===== config.mk =====
export PLATFORM = sky130hd
export DESIGN_NAME = strobed_in_port
export DESIGN_NICKNAME = d
export VERILOG_FILES = /design/src/rtl/strobed_in_port.sv
export SDC_FILE = /design/constraint.sdc
export NUM_CORES = 1
export LEC_CHECK = 0
export ABC_AREA = 1
export BUFFER_PORTS_ARGS = -buffer_cell sky130_fd_sc_hd__clkbuf_2
export CAP_MARGIN = 20
export CORE_MARGIN = 4
export CORE_UTILIZATION = 45
export CTS_BUF_LIST = sky130_fd_sc_hd__clkbuf_8
export CTS_CLUSTER_DIAMETER = 150
export DETAILED_ROUTE_END_ITERATION = 8
export MAX_ROUTING_LAYER = met4
export PLACE_DENSITY = 0.78
export SYNTH_ARGS = -nofsm -noshare
export SYNTH_HDL_FRONTEND = slang
export SYNTH_SLANG_ARGS = --single-unit

===== constraint.sdc =====
create_clock -name clk -period 0.9 [get_ports clk]
set_input_delay 0.135 -clock clk [delete_from_list [all_inputs] [get_ports clk]]
set_output_delay 0.135 -clock clk [all_outputs]
set_load 0.03 [all_outputs]

===== src/rtl/strobed_in_port.sv =====
module strobed_in_port #(
  parameter int DW = 8
) (
  input  logic          clk,
  input  logic          rst_n,
  input  logic [DW-1:0] pin_data,
  input  logic          stb_n,
  input  logic          cpu_rd,
  input  logic          cpu_sel,
  input  logic          cpu_wr,
  input  logic          cpu_wdata,
  output logic [DW-1:0] rd_data,
  output logic          ibf,
  output logic          irq
);

  localparam int STW = 4;

  logic [2:0]    stb_sh;
  logic [DW-1:0] pin_q1, pin_q2, hold;
  logic          ovr, ie, rd_q, rd_data_q;
  logic          stb_fall, stb_rise, rd_go, rd_done;
  logic [DW-1:0] status;

  // two synchronizer stages plus one history stage
  always_ff @(posedge clk) begin
    if (!rst_n) begin
      stb_sh <= '1;
      pin_q1 <= '0;
      pin_q2 <= '0;
    end else begin
      stb_sh <= {stb_sh[1:0], stb_n};
      pin_q1 <= pin_data;
      pin_q2 <= pin_q1;
    end
  end

  assign stb_fall = stb_sh[2] & ~stb_sh[1];
  assign stb_rise = ~stb_sh[2] & stb_sh[1];
  assign rd_go    = cpu_rd & ~rd_q & ~cpu_sel;
  assign rd_done  = ~cpu_rd & rd_q & rd_data_q;

  always_ff @(posedge clk) begin
    if (!rst_n) begin
      rd_q      <= 1'b0;
      rd_data_q <= 1'b0;
    end else begin
      rd_q <= cpu_rd;
      if (cpu_rd && !rd_q) rd_data_q <= ~cpu_sel;
      else if (!cpu_rd)    rd_data_q <= 1'b0;
    end
  end

  always_ff @(posedge clk) begin
    if (!rst_n) begin
      hold <= '0;
      ibf  <= 1'b0;
      ovr  <= 1'b0;
    end else if (stb_fall) begin
      hold <= pin_q2;
      ibf  <= 1'b1;
      if (ibf && !rd_done) ovr <= 1'b1;
    end else if (rd_done) begin
      ibf <= 1'b0;
      ovr <= 1'b0;
    end
  end

  always_ff @(posedge clk) begin
    if (!rst_n)                  irq <= 1'b0;
    else if (rd_go)              irq <= 1'b0;
    else if (stb_rise && ibf && ie) irq <= 1'b1;
  end

  always_ff @(posedge clk) begin
    if (!rst_n)      ie <= 1'b0;
    else if (cpu_wr) ie <= cpu_wdata;
  end

  assign status  = {{(DW-STW){1'b0}}, ie, ovr, irq, ibf};
  assign rd_data = cpu_sel ? status : hold;

  assert_fall_sets_ibf_R2: assert property (@(posedge clk) disable iff (!rst_n)
    stb_fall |=> ibf);
  assert_irq_cause_R3: assert property (@(posedge clk) disable iff (!rst_n)
    $rose(irq) |-> $past(stb_rise) && $past(ie));
  assert_no_irq_disabled_R4: assert property (@(posedge clk) disable iff (!rst_n)
    !ie |=> !$rose(irq));
  assert_read_clears_irq_R5: assert property (@(posedge clk) disable iff (!rst_n)
    rd_go |=> !irq);
  assert_read_end_clears_R6: assert property (@(posedge clk) disable iff (!rst_n)
    (rd_done && !stb_fall) |=> !ibf && !ovr);
  assert_overrun_R7: assert property (@(posedge clk) disable iff (!rst_n)
    (stb_fall && ibf && !rd_done) |=> ovr);
  assert_ibf_held_R8: assert property (@(posedge clk) disable iff (!rst_n)
    (ibf && !rd_done) |=> ibf);
  assert_reset_R1: assert property (@(posedge clk)
    !rst_n |=> !ibf && !irq && !ovr && !ie);

endmodule


==> results of run 1 <==
cell usage in the layout (no fill, tap or decap), drive strengths merged:
master and count:
a21oi 9, buf 21, clkbuf 23, clkinv 1, dfxtp 33, inv 29
nand2 32, nand3 3, nor2 15, o21ai 11, or2 2
cell type report:
| class | count | area, µm² | area share (%) |
|---|---|---|---|
| Timing Repair Buffer | 37 | 340 | 20.7 |
| Clock inverter | 1 | 5.00 | 0.304 |
| Multi-Input combinational cell | 72 | 384 | 23.3 |
| Sequential cell | 33 | 676 | 41.0 |
| Clock buffer | 7 | 96.3 | 5.85 |
| Tap cell | 30 | 37.5 | 2.28 |
| Inverter | 29 | 109 | 6.61 |
worst max path at each step:
stage	slack, ns	endpoint	from
2_1_floorplan	0.004	rd_data[1]	irq$_SDFFE_PP0P_
6_report	-0.17	rd_data[1]	irq$_SDFFE_PP0P_
5_1_grt	-0.21	rd_data[2]	ovr$_SDFFE_PN0P_
3_3_place_gp	-0.009	rd_data[1]	cpu_sel
3_5_place_dp	-0.02	rd_data[1]	cpu_sel
4_1_cts	-0.19	rd_data[4]	hold[4]$_SDFFE_PN0P_
critical path: stages (launching register included):
cell and delay, ns:
sky130_fd_sc_hd__dfxtp_2 0.34, sky130_fd_sc_hd__inv_2 0.05, sky130_fd_sc_hd__o21ai_4 0.12, sky130_fd_sc_hd__buf_8 0.13
per-stage QoR:
step / area [µm²] / setup WS [ns] / utilization, % / std cells
floorplan: 1170 / 0.00366 / - / 139
global placement: 1350 / -0.00855 / 55.1 / 194
detailed placement: 1350 / -0.0230 / 55.1 / 194
CTS: 1570 / -0.191 / 64.1 / 207
global route: 1650 / -0.211 / 67.1 / 209
finish: 1650 / -0.166 / 67.1 / 209
power breakdown:
group	total [µW]	switching (µW)	internal (µW)
sequential	1560	30.0	1530
combinational	319	167	152
clock	1190	504	690
total	3070	700	2370
repair_timing:
| item | 4_1_cts | 5_1_grt |
|---|---|---|
| gates cloned | 0 | 0 |
| setup endpoints to repair | 10 | 14 |
| resized for setup | 28 | 28 |
| pin swaps | 4 | 5 |
| setup buffers | 5 | 2 |
| endpoints found under the hold margin | 0 | 0 |
sequential cells by signal, summed over array words and instances (netlist names), 3 cells and up:
register / count
hold: 8
pin_q1: 8
pin_q2: 8
stb_sh: 3
kinds of logic (layout without fill, tap and decap cells):
kind of cell           after synthesis  count (layout)  synth area share, %
AND/OR/NAND/NOR                     52              52                 18.7
flip-flops                          33              33                 57.2
AO/OA/AOI/OAI                       20              20                 10.6
buffers and inverters               34              74                 13.4
layer usage:
layer  vias to the layer above  GRT usage (%)  part of all wire, %  routed length (µm)
li1                        487              -                    -                   -
met2                        26           22.8                   51                1100
met3                         4           7.24                  6.8                 145
met5                         -              -                    0                   0
met4                         0           8.09                  1.6                  35
met1                       415           14.2                   40                 867
synth_stat cells:
library cell / count
sky130_fd_sc_hd__nand2_4: 1
sky130_fd_sc_hd__nand3_1: 2
sky130_fd_sc_hd__inv_2: 1
sky130_fd_sc_hd__nand2_1: 31
sky130_fd_sc_hd__o21ai_1: 4
sky130_fd_sc_hd__a21oi_1: 8
sky130_fd_sc_hd__buf_4: 1
sky130_fd_sc_hd__o21ai_0: 2
sky130_fd_sc_hd__inv_1: 28
sky130_fd_sc_hd__nand3_2: 1
sky130_fd_sc_hd__buf_6: 3
sky130_fd_sc_hd__or2_2: 2
sky130_fd_sc_hd__nor2_1: 15
sky130_fd_sc_hd__o21ai_2: 5
sky130_fd_sc_hd__a21oi_2: 1
sky130_fd_sc_hd__buf_2: 1
sky130_fd_sc_hd__dfxtp_1: 33
==> flow_results.xml, run 1 <==
<?xml version="1.0" encoding="UTF-8"?>
<metrics>
  <group name="status">
    <metric name="outcome" unit="">finished, violations left</metric>
    <metric name="failed_checks" unit="">setup timing</metric>
  </group>
  <group name="die">
    <metric name="die_h" unit="µm">58.7</metric>
    <metric name="ios" unit="">25</metric>
    <metric name="total_die_area" unit="µm²">3440</metric>
    <metric name="initial_core_util" unit="%">47.0</metric>
    <metric name="row_count" unit="">18</metric>
    <metric name="fp.dieW" unit="µm">58.7</metric>
    <metric name="core_region_area" unit="µm²">2450</metric>
  </group>
  <group name="min_path">
    <metric name="worst_hold_endpoint" unit="">pin_q1[6]$_SDFF_PN0_</metric>
    <metric name="min-delay-start" unit="">pin_data[6]</metric>
    <metric name="holdPathStages" unit="">3</metric>
    <metric name="kind_of_path_behind_the_tightest_hold_check" unit="">primary input to flip-flop</metric>
  </group>
  <group name="grt">
    <metric name="grt_max_degree" unit="">30</metric>
    <metric name="grt-ovfl-total" unit="">0</metric>
    <metric name="grt_first_pass_wirelength" unit="µm">3480</metric>
    <metric name="grt_usage" unit="%">14.4</metric>
    <metric name="grt_pass1_vias" unit="">894</metric>
    <metric name="antenna_violations_before_repair" unit="">0</metric>
  </group>
  <group name="layout">
    <metric name="ant_diodes" unit="">0</metric>
    <metric name="fillers" unit="">207</metric>
    <metric name="design.final.nets" unit="">193</metric>
    <metric name="share_of_final_layout_standard_cells_stronger_than_drive_strength_1" unit="%">46.9</metric>
    <metric name="area.growth.synth_to_final" unit="%">42.7</metric>
  </group>
  <group name="timing">
    <metric name="fin_crit_sh" unit="%">118</metric>
    <metric name="max_slew.worst_pin.slew" unit="ns">0.193</metric>
    <metric name="finalSetupViolations" unit="">10</metric>
    <metric name="final_tns_setup" unit="ns">-1.24</metric>
    <metric name="rsz0062_at_grt" unit="">true</metric>
    <metric name="clock_skew" unit="ns">0.00292</metric>
    <metric name="timing_hold_violations_final" unit="">0</metric>
    <metric name="timing.slew.headroom" unit="%">87.1</metric>
    <metric name="post-route-worst-setup-slack" unit="ns">-0.166</metric>
    <metric name="timing.fmax" unit="MHz">938</metric>
    <metric name="hold-worst-slack" unit="ns">0.0300</metric>
    <metric name="final.min_clock_period" unit="ns">1.07</metric>
    <metric name="final-max-slew-violation-count" unit="">0</metric>
  </group>
  <group name="routing">
    <metric name="antenna_violating_nets_post_route" unit="">0</metric>
    <metric name="detailroute.via_count" unit="">932</metric>
    <metric name="initialDrtViolationCount" unit="">15</metric>
    <metric name="remaining_drc_errors" unit="">0</metric>
    <metric name="first_pass_iters" unit="">4</metric>
    <metric name="routed_via_density" unit="">4.46</metric>
    <metric name="post_drt_wl_per_cell" unit="µm">10.3</metric>
    <metric name="totalWireLength" unit="µm">2150</metric>
  </group>
  <group name="worst_setup_path">
    <metric name="setup.worst_path.class" unit="">flip-flop to output port</metric>
    <metric name="reg2reg_setup_slack" unit="ns">0.04</metric>
    <metric name="critPathLaunchType" unit="">flip-flop</metric>
    <metric name="worst-endpoint-arrival" unit="ns">0.93</metric>
    <metric name="critPathRequiredTime" unit="ns">0.76</metric>
    <metric name="r2r_end" unit="">hold[6]$_SDFFE_PN0P_</metric>
    <metric name="critical_path.max_fanout" unit="">2</metric>
    <metric name="r2r.worst_path.cells" unit="">5</metric>
    <metric name="worst_r2r_startpoint" unit="">stb_sh[1]$_SDFF_PN1_</metric>
    <metric name="setup.worst_path.end_class" unit="">output port</metric>
  </group>
  <group name="clock_tree">
    <metric name="cts.sink_count" unit="">33</metric>
    <metric name="tritoncts_clock_tree" unit="">done</metric>
    <metric name="clock-root-buffer" unit="">sky130_fd_sc_hd__clkbuf_8</metric>
    <metric name="clock_insertion_delay_worst_skew" unit="ns">0.28</metric>
    <metric name="bufs_on_longest_clock_path" unit="">2</metric>
    <metric name="cts_made_buffers" unit="">5</metric>
    <metric name="post_cts_hold_buffer_count" unit="">0</metric>
    <metric name="cts.reportedPaths.clkPinSlew" unit="ns">0.06</metric>
    <metric name="clock_tree.htree_level_count" unit="">2</metric>
  </group>
  <group name="synth">
    <metric name="syn-instance-count" unit="">139</metric>
    <metric name="synth_top_cells_by_area" unit="">sky130_fd_sc_hd__dfxtp_1 57%, sky130_fd_sc_hd__nand2_1 10%, sky130_fd_sc_hd__inv_1 9.1%, sky130_fd_sc_hd__nor2_1 4.9%, sky130_fd_sc_hd__o21ai_2 3.8%</metric>
    <metric name="synth_warnings" unit="">0</metric>
    <metric name="total_nets_after_synthesis" unit="">154</metric>
    <metric name="synth_top_cell_area_share" unit="%">57.2</metric>
    <metric name="yosys_register_bits" unit="">33</metric>
    <metric name="synth_sequential_area_ratio" unit="%">57.2</metric>
    <metric name="syn-mean-instance-area" unit="µm²">8.31</metric>
    <metric name="syn_area" unit="µm²">1150</metric>
    <metric name="ys_types" unit="">17</metric>
    <metric name="synthDominantAreaCellType" unit="">sky130_fd_sc_hd__dfxtp_1</metric>
  </group>
  <group name="power">
    <metric name="power.leakage" unit="µW">0.000851</metric>
    <metric name="post-layout-total-power" unit="µW">3070</metric>
    <metric name="power_per_unit_of_standard_cell_area" unit="nW/µm²">1860</metric>
    <metric name="vdd.ir_drop.worst" unit="mV">1.99</metric>
  </group>
  <group name="placement">
    <metric name="io_buffer_count" unit="">24</metric>
    <metric name="hpwl" unit="µm">1440</metric>
    <metric name="place_congestion" unit="">0.769</metric>
  </group>
  <group name="job">
    <metric name="maxCapViolations" unit="">0</metric>
  </group>
</metrics>
Note: power is estimated with default switching activity, not from simulation.
==> inputs of run 2 (changes only) <==
--- a/config.mk
+++ b/config.mk
@@ -5,16 +5,16 @@
 export SDC_FILE = /design/constraint.sdc
 export NUM_CORES = 1
 export LEC_CHECK = 0
-export ABC_AREA = 1
 export BUFFER_PORTS_ARGS = -buffer_cell sky130_fd_sc_hd__clkbuf_2
 export CAP_MARGIN = 20
-export CORE_MARGIN = 4
+export CORE_MARGIN = 2
 export CORE_UTILIZATION = 45
 export CTS_BUF_LIST = sky130_fd_sc_hd__clkbuf_8
 export CTS_CLUSTER_DIAMETER = 150
 export DETAILED_ROUTE_END_ITERATION = 8
 export MAX_ROUTING_LAYER = met4
 export PLACE_DENSITY = 0.78
+export SKIP_LAST_GASP = 1
 export SYNTH_ARGS = -nofsm -noshare
 export SYNTH_HDL_FRONTEND = slang
 export SYNTH_SLANG_ARGS = --single-unit
==> run 2 against run 1 <==
Die area shrank 14%; clock power grew 18%; cell count shrank 14%; clock skew is essentially flat; final area grew 6.0%; highest routed layer unchanged; sequential share of layout area shrank 2.2 points; the run still ends with setup timing left; non-clock buffer count grew 2.
==> flow_results.xml, run 2 <==
<?xml version="1.0" encoding="UTF-8"?>
<metrics>
  <group name="synth">
    <metric name="synth_sequential_area_ratio" unit="%">57.9</metric>
    <metric name="synthDominantAreaCellType" unit="">sky130_fd_sc_hd__dfxtp_1</metric>
    <metric name="syn_area" unit="µm²">1140</metric>
    <metric name="syn-instance-count" unit="">108</metric>
    <metric name="yosys_register_bits" unit="">33</metric>
    <metric name="synth_top_cell_area_share" unit="%">57.9</metric>
    <metric name="synthMostInstantiatedCell" unit="">sky130_fd_sc_hd__dfxtp_1</metric>
    <metric name="synth_top_cells_by_area" unit="">sky130_fd_sc_hd__dfxtp_1 58%, sky130_fd_sc_hd__and2_1 9.9%, sky130_fd_sc_hd__a21boi_1 5.9%, sky130_fd_sc_hd__nand2_1 5.9%, sky130_fd_sc_hd__mux2_2 3.9%</metric>
    <metric name="synthTopCellsByCount" unit="">33 x sky130_fd_sc_hd__dfxtp_1, 18 x sky130_fd_sc_hd__and2_1, 18 x sky130_fd_sc_hd__nand2_1</metric>
    <metric name="ys_async_sr_fraction" unit="%">0</metric>
    <metric name="ys_types" unit="">20</metric>
    <metric name="synth_enable_flop_cells" unit="">0</metric>
    <metric name="synth_warnings" unit="">0</metric>
    <metric name="top_flip_flop_cell_by_instance_count_after_synthesis" unit="">sky130_fd_sc_hd__dfxtp_1</metric>
    <metric name="total_nets_after_synthesis" unit="">123</metric>
    <metric name="syn-mean-instance-area" unit="µm²">10.6</metric>
  </group>
  <group name="die">
    <metric name="die_h" unit="µm">54.4</metric>
    <metric name="fp.dieW" unit="µm">54.4</metric>
    <metric name="initial_core_util" unit="%">46.9</metric>
    <metric name="ios" unit="">25</metric>
    <metric name="total_die_area" unit="µm²">2950</metric>
    <metric name="core_region_area" unit="µm²">2430</metric>
    <metric name="row_count" unit="">18</metric>
  </group>
  <group name="routing">
    <metric name="post_drt_wl_per_cell" unit="µm">14.2</metric>
    <metric name="routed_via_density" unit="">4.75</metric>
    <metric name="initialDrtViolationCount" unit="">4</metric>
    <metric name="remaining_drc_errors" unit="">0</metric>
    <metric name="detailroute.via_count" unit="">855</metric>
    <metric name="totalWireLength" unit="µm">2550</metric>
    <metric name="antenna_violating_nets_post_route" unit="">0</metric>
    <metric name="first_pass_iters" unit="">3</metric>
  </group>
  <group name="worst_setup_path">
    <metric name="setup.worst_path.end_class" unit="">output port</metric>
    <metric name="max_stage_delay" unit="ns">0.34</metric>
    <metric name="crit_chain" unit="">mux2_4 -&gt; buf_8</metric>
    <metric name="critical_path_buf_inv_count" unit="">1</metric>
    <metric name="setup.worst_path.class" unit="">flip-flop to output port</metric>
    <metric name="critical_path.max_fanout" unit="">3</metric>
    <metric name="critPathTopFamily" unit="">flip-flops</metric>
    <metric name="critPathSlowestCell" unit="">sky130_fd_sc_hd__dfxtp_2</metric>
    <metric name="critPathRequiredTime" unit="ns">0.76</metric>
    <metric name="critPathLaunchType" unit="">flip-flop</metric>
    <metric name="worst-endpoint-arrival" unit="ns">1.04</metric>
  </group>
  <group name="power">
    <metric name="vdd.ir_drop.worst" unit="mV">1.36</metric>
    <metric name="seq_power_share" unit="%">48.1</metric>
    <metric name="power_per_unit_of_standard_cell_area" unit="nW/µm²">1830</metric>
    <metric name="power.leakage" unit="µW">0.000815</metric>
    <metric name="cell_internal_pwr" unit="µW">2550</metric>
    <metric name="sw_ratio" unit="%">20.5</metric>
    <metric name="p_sw" unit="µW">655</metric>
    <metric name="power.share.combinational" unit="%">8.2</metric>
    <metric name="relative_contribution_of_the_clock_network_to_total_power" unit="%">43.7</metric>
    <metric name="post-layout-total-power" unit="µW">3200</metric>
  </group>
  <group name="timing">
    <metric name="hold-worst-slack" unit="ns">0.0283</metric>
    <metric name="timing.slew.headroom" unit="%">85.5</metric>
    <metric name="final-max-slew-violation-count" unit="">0</metric>
    <metric name="finalSetupViolations" unit="">20</metric>
    <metric name="clock_skew" unit="ns">0.00304</metric>
    <metric name="fin_crit_sh" unit="%">130</metric>
    <metric name="timing_hold_violations_final" unit="">0</metric>
    <metric name="rsz0062_at_grt" unit="">true</metric>
    <metric name="max_slew.worst_pin.slew" unit="ns">0.217</metric>
    <metric name="final.min_clock_period" unit="ns">1.17</metric>
    <metric name="final_tns_setup" unit="ns">-2.31</metric>
    <metric name="timing.fmax" unit="MHz">853</metric>
    <metric name="post-route-worst-setup-slack" unit="ns">-0.272</metric>
  </group>
  <group name="clock_tree">
    <metric name="clock_insertion_delay_worst_skew" unit="ns">0.28</metric>
    <metric name="bufs_on_longest_clock_path" unit="">2</metric>
    <metric name="cts.reportedPaths.clkPinSlew" unit="ns">0.06</metric>
    <metric name="cts_made_buffers" unit="">5</metric>
    <metric name="clock-root-buffer" unit="">sky130_fd_sc_hd__clkbuf_8</metric>
    <metric name="clock_tree.htree_level_count" unit="">2</metric>
    <metric name="cts.sink_count" unit="">33</metric>
    <metric name="tritoncts_clock_tree" unit="">done</metric>
  </group>
  <group name="layout">
    <metric name="layout_common_cells" unit="">21 x sky130_fd_sc_hd__dfxtp_1, 18 x sky130_fd_sc_hd__and2_1, 14 x sky130_fd_sc_hd__clkbuf_2</metric>
    <metric name="layout_top_registers" unit="">hold: 8 flops, pin_q1: 8 flops, pin_q2: 8 flops</metric>
    <metric name="design.final.nets" unit="">164</metric>
    <metric name="ant_diodes" unit="">0</metric>
    <metric name="multi_input_gate_area" unit="µm²">561</metric>
    <metric name="area.growth.synth_to_final" unit="%">53.1</metric>
    <metric name="sequential_cell_area" unit="µm²">678</metric>
    <metric name="fillers" unit="">156</metric>
    <metric name="finalNonFillerCells" unit="">180</metric>
    <metric name="layout_commonest_cell" unit="">sky130_fd_sc_hd__dfxtp_1</metric>
    <metric name="share_of_final_layout_standard_cells_stronger_than_drive_strength_1" unit="%">55.3</metric>
  </group>
  <group name="min_path">
    <metric name="kind_of_path_behind_the_tightest_hold_check" unit="">primary input to flip-flop</metric>
  </group>
  <group name="grt">
    <metric name="grt_max_degree" unit="">17</metric>
    <metric name="grt_first_pass_wirelength" unit="µm">3530</metric>
    <metric name="antenna_violations_before_repair" unit="">0</metric>
    <metric name="grt-ovfl-total" unit="">0</metric>
    <metric name="grt_pass1_vias" unit="">807</metric>
    <metric name="grt_usage" unit="%">18.4</metric>
  </group>
  <group name="placement">
    <metric name="place_congestion" unit="">0.738</metric>
    <metric name="dp_cells" unit="">163</metric>
    <metric name="detailedPlace.worstSlack" unit="ns">-0.155</metric>
    <metric name="io_buffer_count" unit="">24</metric>
    <metric name="hpwl" unit="µm">1360</metric>
  </group>
  <group name="job">
    <metric name="maxCapViolations" unit="">0</metric>
  </group>
  <group name="status">
    <metric name="outcome" unit="">finished, violations left</metric>
    <metric name="failed_checks" unit="">setup timing</metric>
  </group>
</metrics>
## run 2: cells by family after synthesis
group	count (synthesis)	synth area share (%)
and+or+nand+nor	49	23.1
AOI/OAI and AO/OA	14	10.7
DFF	33	57.9
muxes	5	4.82
buffers and inverters	7	3.40
## run 2: worst reg2reg max path, cell delays in order, from the launching register on
cell and delay (ns):
sky130_fd_sc_hd__dfxtp_2 0.34, sky130_fd_sc_hd__nor2b_4 0.25, sky130_fd_sc_hd__buf_12 0.16, sky130_fd_sc_hd__nand2_4 0.05, sky130_fd_sc_hd__a21boi_2 0.12
## run 2: final timing paths
check                                          start              endpoint  slack (ns)  cells after the start
worst min-delay path                           stb_n  stb_sh[0]$_SDFF_PN1_        0.03                      2
worst max-delay path                irq$_SDFFE_PP0P_            rd_data[1]       -0.27                      2
worst min register to register  pin_q1[1]$_SDFF_PN0_  pin_q2[1]$_SDFF_PN0_        0.43                      1
worst max register to register  stb_sh[2]$_SDFF_PN1_  hold[6]$_SDFFE_PN0P_       -0.09                      4
## run 2: layer usage
| layer | global-route usage [%] | share of wire (%) |
|---|---|---|
| met1 | 19.3 | 38 |
| met2 | 28.5 | 53 |
| met3 | 7.92 | 4.7 |
| met4 | 11.3 | 4.4 |
| met5 | - | 0 |
## run 2: per-stage QoR
stage,util (%),cell area (µm²)
after floorplan,-,1150
after global placement,54.9,1340
after detailed placement,54.9,1340
after CTS,69.0,1680
after global routing,71.8,1750
final,71.8,1750
## run 2: power by group through the flow
stage | Sequential, µW | Combinational [µW] | Clock (µW)
2_1_floorplan | 1570 | 105 | 0
4_1_cts | 1530 | 253 | 1440
3_5_place_dp | 1570 | 181 | 0
6_report | 1540 | 263 | 1400
5_1_grt | 1540 | 285 | 1510
3_3_place_gp | 1570 | 177 | 0
## run 2: timing repair
item / CTS / global route
buffers inserted: 8 / 2
resized for setup: 36 / 39
setup endpoints to repair: 20 / 21
pin swaps: 4 / 10
cloned: 2 / 0
hold buffers: 0 / 0
## run 2: area by class of cell
cell class                      count  area share [%]
Tap cell                           30            2.15
Multi-Input combinational cell     69            32.1
Clock inverter                      2            1.93
Sequential cell                    33            38.8
Timing Repair Buffer               39            20.1
Clock buffer                        6            4.73
Inverter                            1           0.215
